File: src/rtl/dma_addr_pkg.sv
package dma_addr_pkg;
  localparam int PAGE_W = 8;
  localparam int CNT_W  = 16;
  localparam int PHYS_W = PAGE_W + CNT_W;

  // Byte channel: page sits above the counter.
  function automatic logic [PHYS_W-1:0] map_byte(input logic [PAGE_W-1:0] page,
                                                 input logic [CNT_W-1:0] cnt);
    return {page, cnt};
  endfunction

  // Word channel: counter shifted up one, page bit 0 discarded.
  function automatic logic [PHYS_W-1:0] map_word(input logic [PAGE_W-1:0] page,
                                                 input logic [CNT_W-1:0] cnt);
    return {page[PAGE_W-1:1], cnt, 1'b0};
  endfunction
endpackage

File: src/rtl/dma_cur_base_reg.sv
module dma_cur_base_reg #(
  parameter int W  = 16,
  parameter bit UP = 1'b1
) (
  input  logic         clk,
  input  logic         rst_n,
  input  logic         load,
  input  logic [W-1:0] load_val,
  input  logic         step,
  input  logic         reload,
  output logic [W-1:0] cur
);
  localparam logic [W-1:0] ONE = W'(1);

  logic [W-1:0] base_q;
  logic [W-1:0] cur_q;

  always_ff @(posedge clk) begin
    if (!rst_n) begin
      base_q <= '0;
      cur_q  <= '0;
    end else if (load) begin
      base_q <= load_val;
      cur_q  <= load_val;
    end else if (reload) begin
      cur_q <= base_q;
    end else if (step) begin
      cur_q <= UP ? cur_q + ONE : cur_q - ONE;
    end
  end

  assign cur = cur_q;

  AST_LOAD_COPIES: assert property (@(posedge clk) disable iff (!rst_n)
    load |=> cur == $past(load_val));
  AST_STEP_BY_ONE: assert property (@(posedge clk) disable iff (!rst_n)
    (step && !load && !reload) |=> (UP ? (cur - $past(cur)) : ($past(cur) - cur)) == ONE);
  AST_IDLE_HOLDS: assert property (@(posedge clk) disable iff (!rst_n)
    (!load && !step && !reload) |=> $stable(cur));
endmodule

File: src/rtl/dma_phys_map.sv
module dma_phys_map
  import dma_addr_pkg::*;
#(
  parameter bit WORD_CHAN = 1'b0
) (
  input  logic [PAGE_W-1:0] page,
  input  logic [CNT_W-1:0]  addr,
  output logic [PHYS_W-1:0] phys
);
  generate
    if (WORD_CHAN) begin : g_word
      assign phys = map_word(page, addr);
    end else begin : g_byte
      assign phys = map_byte(page, addr);
    end
  endgenerate
endmodule

File: src/rtl/dma_addr_gen.sv
module dma_addr_gen
  import dma_addr_pkg::*;
#(
  parameter bit WORD_CHAN = 1'b0
) (
  input  logic              clk,
  input  logic              rst_n,
  input  logic              load,
  input  logic [PAGE_W-1:0] ld_page,
  input  logic [CNT_W-1:0]  ld_addr,
  input  logic [CNT_W-1:0]  ld_count,
  input  logic              autoinit,
  input  logic              xfer,
  output logic [PHYS_W-1:0] phys_addr,
  output logic [CNT_W-1:0]  cur_count,
  output logic              active,
  output logic              tc
);
  logic [PAGE_W-1:0] page_q;
  logic              active_q;
  logic [CNT_W-1:0]  addr_cur;
  logic [CNT_W-1:0]  count_cur;

  // Named internal events
  logic step_evt;    // accepted transfer
  logic tc_evt;      // accepted transfer at count zero
  logic reload_evt;  // auto-restart at terminal count
  logic stop_evt;    // channel goes idle

  assign step_evt   = xfer && active_q && !load;
  assign tc_evt     = step_evt && (count_cur == '0);
  assign reload_evt = tc_evt && autoinit;
  assign stop_evt   = tc_evt && !autoinit;

  always_ff @(posedge clk) begin
    if (!rst_n) begin
      page_q   <= '0;
      active_q <= 1'b0;
    end else if (load) begin
      page_q   <= ld_page;
      active_q <= 1'b1;
    end else if (stop_evt) begin
      active_q <= 1'b0;
    end
  end

  dma_cur_base_reg #(.W(CNT_W), .UP(1'b1)) u_addr (
    .clk(clk), .rst_n(rst_n), .load(load), .load_val(ld_addr),
    .step(step_evt), .reload(reload_evt), .cur(addr_cur)
  );

  dma_cur_base_reg #(.W(CNT_W), .UP(1'b0)) u_count (
    .clk(clk), .rst_n(rst_n), .load(load), .load_val(ld_count),
    .step(step_evt), .reload(reload_evt), .cur(count_cur)
  );

  dma_phys_map #(.WORD_CHAN(WORD_CHAN)) u_map (
    .page(page_q), .addr(addr_cur), .phys(phys_addr)
  );

  assign cur_count = count_cur;
  assign active    = active_q;
  assign tc        = tc_evt;

  AST_TC_WRAPS_COUNT: assert property (@(posedge clk) disable iff (!rst_n)
    (tc && !autoinit && !load) |=> cur_count == {CNT_W{1'b1}});
  AST_STOP_AFTER_TC: assert property (@(posedge clk) disable iff (!rst_n)
    (tc && !autoinit && !load) |=> !active);
  AST_IDLE_NO_TC: assert property (@(posedge clk) disable iff (!rst_n)
    !active |-> !tc);
  AST_RELOAD_STAYS_ARMED: assert property (@(posedge clk) disable iff (!rst_n)
    (tc && autoinit && !load) |=> active);
  AST_PAGE_HOLDS: assert property (@(posedge clk) disable iff (!rst_n)
    !load |=> $stable(phys_addr[PHYS_W-1:CNT_W+1]));
  AST_LOAD_ARMS: assert property (@(posedge clk) disable iff (!rst_n)
    load |=> active);

  generate
    if (WORD_CHAN) begin : g_word_chk
      AST_WORD_EVEN: assert property (@(posedge clk) disable iff (!rst_n)
        phys_addr[0] == 1'b0);
    end
  endgenerate
endmodule

File: config.mk
export PLATFORM = sky130hd
export DESIGN_NAME = dma_addr_gen
export DESIGN_NICKNAME = d
export VERILOG_FILES = /design/src/rtl/dma_addr_pkg.sv /design/src/rtl/dma_cur_base_reg.sv /design/src/rtl/dma_phys_map.sv /design/src/rtl/dma_addr_gen.sv
export SDC_FILE = /design/constraint.sdc
export NUM_CORES = 1
export LEC_CHECK = 0
export BUFFER_PORTS_ARGS = -buffer_cell sky130_fd_sc_hd__buf_2
export CAP_MARGIN = 20
export CORE_UTILIZATION = 40
export CTS_CLUSTER_DIAMETER = 80
export CTS_CLUSTER_SIZE = 40
export DETAILED_ROUTE_END_ITERATION = 16
export PLACE_DENSITY = 0.63
export SETUP_SLACK_MARGIN = 0.1
export SLEW_MARGIN = 20
export SYNTH_ARGS = -nofsm -noshare
export SYNTH_HDL_FRONTEND = slang
export SYNTH_SLANG_ARGS = --single-unit
export TNS_END_PERCENT = 10
File: constraint.sdc
create_clock -name clk -period 2.6 [get_ports clk]
set_input_delay 0.52 -clock clk [delete_from_list [all_inputs] [get_ports clk]]
set_output_delay 0.52 -clock clk [all_outputs]
set_load 0.01 [all_outputs]
==> results.txt <==
----------------------------------------------------
[Hold path]
  Worst hold path class ... primary input to register

[CTS]
  Cell at the root of the clock tree ... clkbuf_8
  Hold_buf cts ... 0
  Number of buffers added for setup after CTS ... 0
  Clock latency reported for the late side of the worst-skew pair ... 350 ps
  H-tree levels ... 3
  Number of gates given a new drive strength after cts ... 1
  Clock buffers created by TritonCTS ... 9
  Maximum buffer depth of the clock tree ... 2
  Reg clk slew, reported paths ... 80 ps
  CTS tree ... yes
  CTS sink count ... 73

[Floorplanning]
  Starting Density ... 0.414
  Height of the die ... 97.1 um
  Count of standard-cell rows ... 34
  I/O pins ... 87
  Die X ... approximately 97 um
  Area of the placeable core ... 8720 um^2
  Die footprint ... 9420 um^2

[STA]
  Worst slew margin relative to its limit ... 0.555
  Number of pins exceeding their max-slew limit in the final report ... 0
  Hold Slack ... 420 ps
  Post-layout worst setup margin ... 152 ps
  Unrepaired setup endpoints after global routing ... true
  Total negative slack ... 0 ps
  Final worst path period need ... 2450 ps
  Total setup violations reported at the end of the flow ... 0
  Final period util ... 0.942
  Final number of hold-violating endpoints ... 0
  Worst setup skew after layout ... 8.53 ps
  Actual slew at the worst max-slew pin ... approximately 660 ps
  Fmax achieved ... 408 MHz

[Run]
  Max-cap check violation count ... 0

[Critical path]
  Total buffers and inverters traversed by the critical path ... 1
  Startpoint types ... register
  CP Max Fanout ... 6
  Data arrival time of the worst path ... 1930 ps
  Crit path max-delay family ... simple AND/OR/NAND/NOR gates
  Type of the worst setup path ... register to output port
  Critical-path top delay cell ... or4_4
  Max stage delay on crit path ... 530 ps
  Register-to-Register Setup Slack ... 240 ps
  Critical path, cell by cell ... or4_4 > or3_1 > nor2_2 > buf_2
  CP Capture Type ... output port
  Data required, critical path ... around 2100 ps

[Final layout]
  Area growth from synthesis to layout ... 21.9%
  Total Nets Final ... ~540
  Number of filler cells placed in the layout ... around 870
  Count of inserted antenna diode cells ... 0
  Proportion of layout cells with a drive suffix above 1 ... 0.259
  Core Util, Final ... 0.505

[Place]
  Buffers added on ports ... 86
  Final GP Congestion ... 0.807
  HPWL after detailed placement ... 6810 um
  Post-placement setup slack ... 152 ps

[Pwr]
  Switching power share of the total ... 0.278
  Power share of the sequential group ... 0.502
  Clock Power Share ... 0.330
  Final Total Pwr ... between 2000 and 2500 uW
  Pwr per Cell Area ... roughly 570 nW/um^2
  Combinational cell fraction of total power ... 0.168
  Internal power of the cells ... 1800 uW
  Standby leakage power ... 0.00186 uW
  Worst IR drop on VDD ... 0.278 mV
  Total net switching power ... 694 uW

[Global route]
  GR Overflow Total ... 0
  Initial antenna violation count ... 0
  Maximum number of pins on one net before global-route repair ... 39
  Number of global-route vias before repair ... approximately 3.2k
  Met1 demand-to-capacity share in global routing ... 0.277
  Global-route track usage on met3 ... 0.0460
  GRT Resource Usage Total ... 0.205
  Busiest metal layer after global routing ... met2
  Global-route met2 utilization ... 0.326
  First-pass GRT wire length ... about 16000 um

[Synth]
  Dominant synthesized flop cell ... dfxtp_1
  Seq/Total Area, Yosys ... 0.404
  Number of distinct standard cells referenced by the synthesized netlist ... 49
  Yosys warns ... 0
  Number of cells produced by synthesis ... roughly 400
  Number of synthesized flops with an enable pin ... 0
  Post-Syn Nets ... around 450
  Dominant cells by area after synthesis ... dfxtp_1 40%, mux2i_1 10%, nor2b_1 6.4%
  Number of flip-flops and latches in the synthesized netlist ... 73
  Yosys top cell by area ... dfxtp_1
  Fraction of synthesis flops using an asynchronous set or reset pin ... 0
  Most frequent cells after synthesis ... 73 x dfxtp_1, 37 x nor2b_1, 36 x mux2i_1
  Area of the mapped netlist ... around 3600 um^2
  Most common cell in the netlist ... dfxtp_1
  Proportion of netlist area held by the largest area contributor ... 0.404
  Mean instance size in the synthesized netlist ... between 9 and 10 um^2

[Route]
  Remaining antenna violation count ... 0
  Total number of vias ... roughly 3.3k
  DRC violation count after routing ... 0
  Drt total wl ... ~9500 um
  DRC marker count from the first detailed-route iteration ... 145
  Post-detailed-route wirelength per cell ... 15.8 um
  Via-per-instance ratio ... 5.50
  Pre-antenna DRT Iters ... 4

[Outcome]
  Status ... finished clean

----------------------------------------------------
-- cell families after synthesis --
kind of cell,after synthesis,synth area share
compound gates,100,0.198
flops,73,0.404
fa+ha+maj,2,0.00692
mux,37,0.103
buf+inv,33,0.0350
xor+xnor,19,0.0460
simple gates,137,0.207
-- area by class of cell --
type,instances,area (um^2),share of cell area
inverter,6,22.5,0.00511
sequential,73,1460,0.332
clock buffer,12,165,0.0375
tap,108,135,0.0307
multi-input combinational,295,2030,0.461
timing repair buffer,105,576,0.131
clock inverter,3,15.0,0.00341
-- worst register-to-register path, delay by kind of cell (launching register included) --
family	cells	cell delay, ps
and+or+nand+nor	3	1360
DFF	1	370
AOI/OAI and AO/OA	1	240
buffers and inverters	1	190
muxes	1	120
-- registers in the layout, indices dropped and copies added, names as in the netlist --
signal and cells:
u_count.base_q 16, u_count.cur 16, u_addr.base_q 16, page_q 8, u_addr.cur 16, active 1
-- power by group through the flow --
stage | registers [uW] | clock network [uW] | logic, uW
detailed placement | 1280 | 0 | 418
global placement | 1280 | 0 | 412
finish | 1250 | 824 | 418
CTS | 1250 | 842 | 421
global route | 1260 | 900 | 462
floorplan | 1280 | 0 | 242
-- final timing paths --
path,startpoint,end,cells after the start
worst max-delay path,u_count.cur[12]$_SDFFE_PN0P_,tc,4
worst min-delay path,ld_addr[2],u_addr.cur[2]$_SDFFE_PN0P_,3
worst max register to register,u_count.cur[12]$_SDFFE_PN0P_,u_addr.cur[8]$_SDFFE_PN0P_,6
worst min register to register,u_count.base_q[6]$_SDFFE_PN0P_,u_count.base_q[6]$_SDFFE_PN0P_,2
-- stage by stage --
step | cell area (um^2) | cells
final | 4410 | 602
after global routing | 4410 | 602
after CTS | 4400 | 602
after detailed placement | 4220 | 587
after global placement | 4220 | 587
after floorplan | 3610 | 401
-- cells in the final DEF (no fill, tap or decap), drive strengths merged, types with 12 or more instances in the layout --
cell type,netlist,layout
mux2i,36,36
dfxtp,73,73
a22o,12,12
buf,8,105
nand3,17,17
clkbuf,19,12
a21boi,12,12
nand2,27,27
nor2b,37,37
o21ai,24,24
nor3,15,15
-- per-layer routing --
layer | part of all wire | routed length (um)
met4 | 0.013 | 125
met5 | 0 | 0
met1 | 0.47 | 4490
met3 | 0.059 | 560
met2 | 0.46 | 4350
(Power assumes the default switching activity.)
